File: config.mk
export PLATFORM = sky130hd
export DESIGN_NAME = adc_mux_sequencer
export DESIGN_NICKNAME = d
export VERILOG_FILES = /design/src/rtl/adc_mux_seq_pkg.sv /design/src/rtl/adc_mux_frame_ctrl.sv /design/src/rtl/adc_mux_frame_dp.sv /design/src/rtl/adc_mux_sequencer.sv
export SDC_FILE = /design/constraint.sdc
export NUM_CORES = 1
export LEC_CHECK = 0
export ABC_AREA = 1
export BUFFER_PORTS_ARGS = -buffer_cell sky130_fd_sc_hd__buf_2
export CAP_MARGIN = 20
export CORE_ASPECT_RATIO = 0.8
export CORE_MARGIN = 2
export CORE_UTILIZATION = 28
export CTS_CLUSTER_SIZE = 20
export DETAILED_ROUTE_END_ITERATION = 16
export MAX_ROUTING_LAYER = met4
export PLACE_DENSITY = 0.53
export RECOVER_POWER = 50
export SETUP_SLACK_MARGIN = 0.2
export SLEW_MARGIN = 20
export SYNTH_ARGS = -nofsm -noshare
export SYNTH_HDL_FRONTEND = slang
export SYNTH_HIERARCHICAL = 1
export SYNTH_SLANG_ARGS = --single-unit
export TNS_END_PERCENT = 100
File: constraint.sdc
create_clock -name clk -period 6.57 [get_ports clk]
set_input_delay 0.9855 -clock clk [delete_from_list [all_inputs] [get_ports clk]]
set_output_delay 0.9855 -clock clk [all_outputs]
set_load 0.03 [all_outputs]
File: src/rtl/adc_mux_seq_pkg.sv
package adc_mux_seq_pkg;
  localparam int unsigned SEQ_MAX_CONV = 4;
  localparam int unsigned SEQ_CHAN_W   = $clog2(SEQ_MAX_CONV);

  typedef struct packed {
    logic                  frameStart;
    logic                  convDone;
    logic [SEQ_CHAN_W-1:0] doneChan;
  } seq_strobe_t;
endpackage

File: src/rtl/adc_mux_frame_ctrl.sv
module adc_mux_frame_ctrl
  import adc_mux_seq_pkg::*;
#(
  parameter int unsigned DIV_W     = 3,
  parameter int unsigned SHORT_LEN = 2,
  parameter int unsigned LONG_LEN  = 3
) (
  input  logic                  clk,
  input  logic                  rstN,
  input  logic                  slowTick,
  input  logic [DIV_W-1:0]      muxDiv,
  input  logic                  longFilter,
  output logic [SEQ_CHAN_W-1:0] chanSel,
  output logic                  settle,
  output seq_strobe_t           strobes
);
  localparam int unsigned SUB_W = (LONG_LEN > SHORT_LEN) ? $clog2(LONG_LEN) : $clog2(SHORT_LEN);
  localparam logic [SUB_W-1:0] SHORT_LAST = SUB_W'(SHORT_LEN - 1);
  localparam logic [SUB_W-1:0] LONG_LAST  = SUB_W'(LONG_LEN - 1);

  logic                  settleQ;
  logic [SEQ_CHAN_W-1:0] chanQ;
  logic [SUB_W-1:0]      subQ;
  logic [SEQ_CHAN_W-1:0] lastChanQ;
  logic [SUB_W-1:0]      lastSubQ;
  logic [SEQ_CHAN_W-1:0] effLast;
  logic                  frameStart;
  logic                  convDone;

  // Clamp the requested conversion count into 1..SEQ_MAX_CONV.
  always_comb begin
    if (muxDiv == '0)
      effLast = '0;
    else if (32'(muxDiv) >= SEQ_MAX_CONV)
      effLast = SEQ_CHAN_W'(SEQ_MAX_CONV - 1);
    else
      effLast = SEQ_CHAN_W'(32'(muxDiv) - 1);
  end

  assign frameStart = slowTick && settleQ;
  assign convDone   = slowTick && !settleQ && (subQ == lastSubQ);

  always_comb begin
    strobes.frameStart = frameStart;
    strobes.convDone   = convDone;
    strobes.doneChan   = chanQ;
  end

  always_ff @(posedge clk) begin
    if (!rstN) begin
      settleQ   <= 1'b1;
      chanQ     <= '0;
      subQ      <= '0;
      lastChanQ <= '0;
      lastSubQ  <= SHORT_LAST;
    end else if (frameStart) begin
      settleQ   <= 1'b0;
      chanQ     <= '0;
      subQ      <= '0;
      lastChanQ <= effLast;
      lastSubQ  <= longFilter ? LONG_LAST : SHORT_LAST;
    end else if (convDone) begin
      subQ <= '0;
      if (chanQ == lastChanQ)
        settleQ <= 1'b1;
      else
        chanQ <= chanQ + 1'b1;
    end else if (slowTick && !settleQ) begin
      subQ <= subQ + 1'b1;
    end
  end

  assign chanSel = chanQ;
  assign settle  = settleQ;
endmodule

File: src/rtl/adc_mux_frame_dp.sv
module adc_mux_frame_dp
  import adc_mux_seq_pkg::*;
#(
  parameter int unsigned PS_W      = 8,
  parameter int unsigned SC_W      = 8,
  parameter int unsigned BUSY_W    = 8,
  parameter int unsigned ADDR_W    = 6,
  parameter logic [ADDR_W-1:0] ADDR_BASE = 6'h10
) (
  input  logic              clk,
  input  logic              rstN,
  input  seq_strobe_t       strobes,
  input  logic [PS_W-1:0]   presamps,
  input  logic [SC_W-1:0]   sumCycles,
  input  logic [BUSY_W-1:0] busyLen,
  output logic              frameSync,
  output logic              busy,
  output logic              wrEn,
  output logic [ADDR_W-1:0] wrAddr,
  output logic              xferBusy
);
  localparam int unsigned PASS_W = PS_W + SC_W;

  logic [BUSY_W-1:0] busyQ;
  logic [PASS_W-1:0] passQ;
  logic [PASS_W:0]   passTarget;
  logic [PASS_W:0]   passNext;
  logic              passWrap;
  logic [ADDR_W-1:0] addrD;

  // Address forming: concatenate when the base is aligned, add otherwise.
  generate
    if ((ADDR_BASE % (1 << SEQ_CHAN_W)) == 0) begin : g_addr_cat
      assign addrD = {ADDR_BASE[ADDR_W-1:SEQ_CHAN_W], strobes.doneChan};
    end else begin : g_addr_add
      assign addrD = ADDR_BASE + ADDR_W'(strobes.doneChan);
    end
  endgenerate

  assign passTarget = (PASS_W+1)'(presamps * sumCycles);
  assign passNext   = {1'b0, passQ} + 1'b1;
  assign passWrap   = passNext >= passTarget;

  always_ff @(posedge clk) begin
    if (!rstN) begin
      frameSync <= 1'b0;
      wrEn      <= 1'b0;
      wrAddr    <= '0;
      busyQ     <= '0;
      passQ     <= '0;
      xferBusy  <= 1'b0;
    end else begin
      frameSync <= strobes.frameStart;
      wrEn      <= strobes.convDone;
      if (strobes.convDone)
        wrAddr <= addrD;
      if (strobes.frameStart)
        busyQ <= busyLen;
      else if (busyQ != '0)
        busyQ <= busyQ - 1'b1;
      if (strobes.frameStart) begin
        if (passWrap) begin
          passQ    <= '0;
          xferBusy <= 1'b1;
        end else begin
          passQ    <= passNext[PASS_W-1:0];
          xferBusy <= 1'b0;
        end
      end
    end
  end

  assign busy = busyQ != '0;
endmodule

File: src/rtl/adc_mux_sequencer.sv
module adc_mux_sequencer
  import adc_mux_seq_pkg::*;
#(
  parameter int unsigned DIV_W     = 3,
  parameter int unsigned PS_W      = 8,
  parameter int unsigned SC_W      = 8,
  parameter int unsigned BUSY_W    = 8,
  parameter int unsigned ADDR_W    = 6,
  parameter logic [ADDR_W-1:0] ADDR_BASE = 6'h10
) (
  input  logic              clk,
  input  logic              rstN,
  input  logic              slowTick,
  input  logic [DIV_W-1:0]  muxDiv,
  input  logic              longFilter,
  input  logic [PS_W-1:0]   presamps,
  input  logic [SC_W-1:0]   sumCycles,
  input  logic [BUSY_W-1:0] busyLen,
  output logic [1:0]        chanSel,
  output logic              settle,
  output logic              frameSync,
  output logic              busy,
  output logic              wrEn,
  output logic [ADDR_W-1:0] wrAddr,
  output logic              xferBusy
);
  seq_strobe_t strobes;

  adc_mux_frame_ctrl #(
    .DIV_W(DIV_W), .SHORT_LEN(2), .LONG_LEN(3)
  ) u_ctrl (
    .clk(clk), .rstN(rstN), .slowTick(slowTick), .muxDiv(muxDiv),
    .longFilter(longFilter), .chanSel(chanSel), .settle(settle),
    .strobes(strobes)
  );

  adc_mux_frame_dp #(
    .PS_W(PS_W), .SC_W(SC_W), .BUSY_W(BUSY_W), .ADDR_W(ADDR_W), .ADDR_BASE(ADDR_BASE)
  ) u_dp (
    .clk(clk), .rstN(rstN), .strobes(strobes), .presamps(presamps),
    .sumCycles(sumCycles), .busyLen(busyLen), .frameSync(frameSync),
    .busy(busy), .wrEn(wrEn), .wrAddr(wrAddr), .xferBusy(xferBusy)
  );
endmodule

==> reports/metrics.csv <==
stage,metric,value,unit
layout,multiInputGateArea,3160,sq um
yosys,synthDominantCellAreaShare,16.6,%
sta,finClkSkew,6.39,ps
detailed_routing,drtIter0Drc,165,
floorplanning,io_pins,44,
power_and_ir_drop,p_comb_share,55.4,%
yosys,synth_most_common_cell,nand2_1,
global_routing,grt_max_degree,27,
global_routing,grt_first_pass_wirelength,16600,um
sta,tns,0,ps
power_and_ir_drop,p_leak,0.00296,uW
power_and_ir_drop,p_sw_share,42.1,%
yosys,synthFlopType,dfxtp_1,
layout,final_nets,817,
clock_tree,htreeDepth,2,
yosys,synthAdderAreaFrac,30.0,%
yosys,yosys.area_share.simple,22.8,%
status,status,"finished, final reports clean",
critical_path,crit_path_start_kind,input port,
sta,slew_headroom,51.4,%
clock_tree,cts_hold_buf,0,
sta,whs,440,ps
min_path,holdPathEnd,u_dp/wrAddr[4]$_SDFFE_PN0P_,
clock_tree,path_clk_slew,60,ps
sta,rsz0062_at_grt,no,
layout,layout-drive-gt1-share,8.05,%
place,dp_cells,908,
place,gp_congestion,0.814,
floorplanning,die_area,17800,sq um
sta,max_freq,172,MHz
global_routing,grt_pass1_vias,3545,
critical_path,crit_arrival,6020,ps
power_and_ir_drop,power_density,256,nW/um^2
layout,fin_area,5190,sq um
layout,final_cells,916,
critical_path,endpoint_kind,flop,
yosys,synth_top_family_by_area,adder cells,
floorplanning,dieHeight,120,um
sta,period_share,88.5,%
clock_tree,postCtsSetupBuffers,0,
detailed_routing,drtAntennaViolNets,0,
critical_path,r2r-start,u_dp/passQ[0]$_SDFFE_PN0P_,
place,placed_area,5020,sq um
detailed_routing,wire_per_inst,10.3,um
detailed_routing,drc,0,
detailed_routing,dr.pass1.iters,4,
min_path,min-delay-start,u_dp/wrAddr[4]$_SDFFE_PN0P_,
yosys,avgSynthCellArea,6.95,sq um
floorplanning,start_util,28.5,%
detailed_routing,via_count,3864,
power_and_ir_drop,ir_worst_vdd,0.0983,mV
sta,finalHoldViolCount,0,
global_routing,grt-ovfl-total,0,
global_routing,antenna_found_initial,0,
sta,setup_viol,0,
yosys,syn-instance-count,675,
yosys,synthMuxAreaShare,0.427,%
sta,finalWorstSetupSlack,758,ps
power_and_ir_drop,seq_power_share,21.1,%
yosys,synth_common_cells,"155 x nand2_1, 151 x inv_1, 55 x ha_1, 48 x nor2_1, 39 x dfxtp_1",
layout,antennaDiodeCount,0,
min_path,hold_class,reg -> reg,
sta,drv_slew,0,
layout,fill_cells,1792,
min_path,hold_depth,2,
place,hpwlAfterDp,7930,um
yosys,seq_area_frac_synth,16.6,%
detailed_routing,vias_per_cell,4.22,
place,place_ws,530,ps
power_and_ir_drop,netSwitchingPower,559,uW
layout,seqCellArea,781,sq um
flow_run,drv_cap,0,
yosys,synth_area_leader_cell,dfxtp_1,
yosys,synth_compound_area_share,8.99,%
critical_path,r2r-end,u_dp/passQ[8]$_SDFFE_PN0P_,
power_and_ir_drop,internal_power,769,uW
sta,fin_crit,5810,ps
place,port_buffers,40,
detailed_routing,wirelength,9460,um
floorplanning,fp.coreArea,16400,sq um
power_and_ir_drop,power_frac_clock,23.5,%
clock_tree,cts_tree,yes,
critical_path,required,6780,ps
yosys,synth_edf_count,0,
clock_tree,insertion_delay,280,ps
critical_path,rr_worst_depth,16,
critical_path,reg2reg_slack,3800,ps
floorplanning,dieWidth,149,um
critical_path,worstSetupPathType,in -> reg,
yosys,async_flop_share,0,%
sta,tightest_slew,729,ps
yosys,synthTopCellsByArea,"dfxtp_1 17%, fa_1 15%, ha_1 15%",
floorplanning,rows,42,
clock_tree,clock-sinks,39,
clock_tree,cts_made_buffers,5,
clock_tree,cts-resized-gates,0,
yosys,ys_seq_elements,39,
yosys,ys_types,42,
critical_path,cp_max_fo,16,
clock_tree,cts_max_path_buffers,2,
layout,syn_to_final_growth,10.8,%
clock_tree,cts_root_buf,clkbuf_16,
yosys,yosysWarnings,6,
yosys,synthesis.area,4690,sq um
global_routing,grtUsageTotal,11.4,%
yosys,synth-xor-area-share,5.02,%
==> worst max-delay path, cell delays in order <==
cell and delay [ps]:
buf_2 160, nand2_1 80, inv_1 60, fa_1 510
fa_1 520, fa_1 540, inv_1 50, fa_1 520
inv_1 40, ha_1 350, a21oi_1 210, o21ai_0 110
a21oi_1 330, o21ai_0 160, xor2_1 170, ha_1 290
nand2_1 120, inv_1 50, nand2_1 50, nand2_1 50
nand2_1 50, nand3_1 60, nor2_1 90, nand2_1 80
nand2_2 90, nand2_4 140, nor2_1 150
==> worst max-delay path by stage <==
stage	start	endpoint	cells past startpoint
6_report	sumCycles[7]	u_dp/passQ[8]$_SDFFE_PN0P_	27
5_1_grt	sumCycles[7]	u_dp/passQ[2]$_SDFFE_PN0P_	27
4_1_cts	sumCycles[7]	u_dp/passQ[8]$_SDFFE_PN0P_	27
3_5_place_dp	sumCycles[7]	u_dp/passQ[7]$_SDFFE_PN0P_	27
3_3_place_gp	sumCycles[7]	u_dp/passQ[2]$_SDFFE_PN0P_	27
2_1_floorplan	sumCycles[6]	u_dp/passQ[3]$_SDFFE_PN0P_	24
==> cell families (layout without fill, tap and decap cells) <==
group                    count (synthesis)  in the layout
adder cells (fa/ha/maj)                 91             91
buffers and inverters                  188            207
AO/OA/AOI/OAI                           77             77
AND/OR/NAND/NOR                        251            251
flip-flops                              39             39
XOR/XNOR                                26             26
other                                    1              3
multiplexers                             2              2
==> routing by layer <==
layer  share of wire [%]  routed length, um  track usage [%]
met5                   0                  0                -
met4                0.50                 47             1.49
met3                 3.6                340             1.83
met1                  56               5320             17.6
met2                  40               3750             16.0
==> placed cells by master, fill, tap and decap left out, drive strengths merged <==
cell type | synthesis | final
dfxtp | 39 | 39
clkbuf | 19 | 15
nor3 | 7 | 7
clkinv | 2 | 2
bufinv | 0 | 2
xor2 | 18 | 18
o31ai | 1 | 1
nand3 | 19 | 19
nor2 | 53 | 53
nand3b | 1 | 1
o21ai | 31 | 31
and2 | 2 | 2
o211ai | 1 | 1
a21oi | 31 | 31
a211oi | 3 | 3
nand2 | 160 | 160
buf | 10 | 31
nor4 | 1 | 1
fa | 36 | 36
nand4 | 8 | 8
mux2i | 2 | 2
a21boi | 1 | 1
xnor2 | 8 | 8
a21o | 3 | 3
o21bai | 4 | 4
inv | 157 | 157
o21a | 1 | 1
o22ai | 1 | 1
ha | 55 | 55
conb | 1 | 3
==> power groups by stage <==
| stage | Clock [uW] | Combinational (uW) | Sequential [uW] |
|---|---|---|---|
| 6_report | 312 | 736 | 280 |
| 3_3_place_gp | 0 | 744 | 286 |
| 4_1_cts | 320 | 749 | 280 |
| 5_1_grt | 331 | 870 | 283 |
| 2_1_floorplan | 0 | 598 | 285 |
| 3_5_place_dp | 0 | 743 | 285 |
==> through the flow <==
stage,util (%),total power [uW]
final,31.6,1330
after floorplan,-,883
after CTS,31.7,1350
after global routing,31.6,1480
after global placement,30.5,1030
after detailed placement,30.5,1030
==> sequential cells by signal, indices dropped and copies added (netlist names) <==
signal	count
u_ctrl/lastSubQ	2
u_dp/passQ	16
u_dp/frameSync	1
u_dp/busyQ	8
u_ctrl/lastChanQ	2
u_dp/wrAddr	3
u_dp/wrEn	1
u_dp/xferBusy	1
u_ctrl/chanSel	2
u_ctrl/settle	1
u_ctrl/subQ	2
==> area by class of cell <==
| cell class | instances | area share [%] |
|---|---|---|
| clock inverters | 2 | 1.16 |
| multi-input cells | 450 | 60.9 |
| clock buffers | 6 | 2.48 |
| repair buffers | 40 | 3.64 |
| inverters | 159 | 11.5 |
| flip-flops and latches | 39 | 15.0 |
| well taps | 220 | 5.30 |
Note: power is estimated with default switching activity, not from simulation.
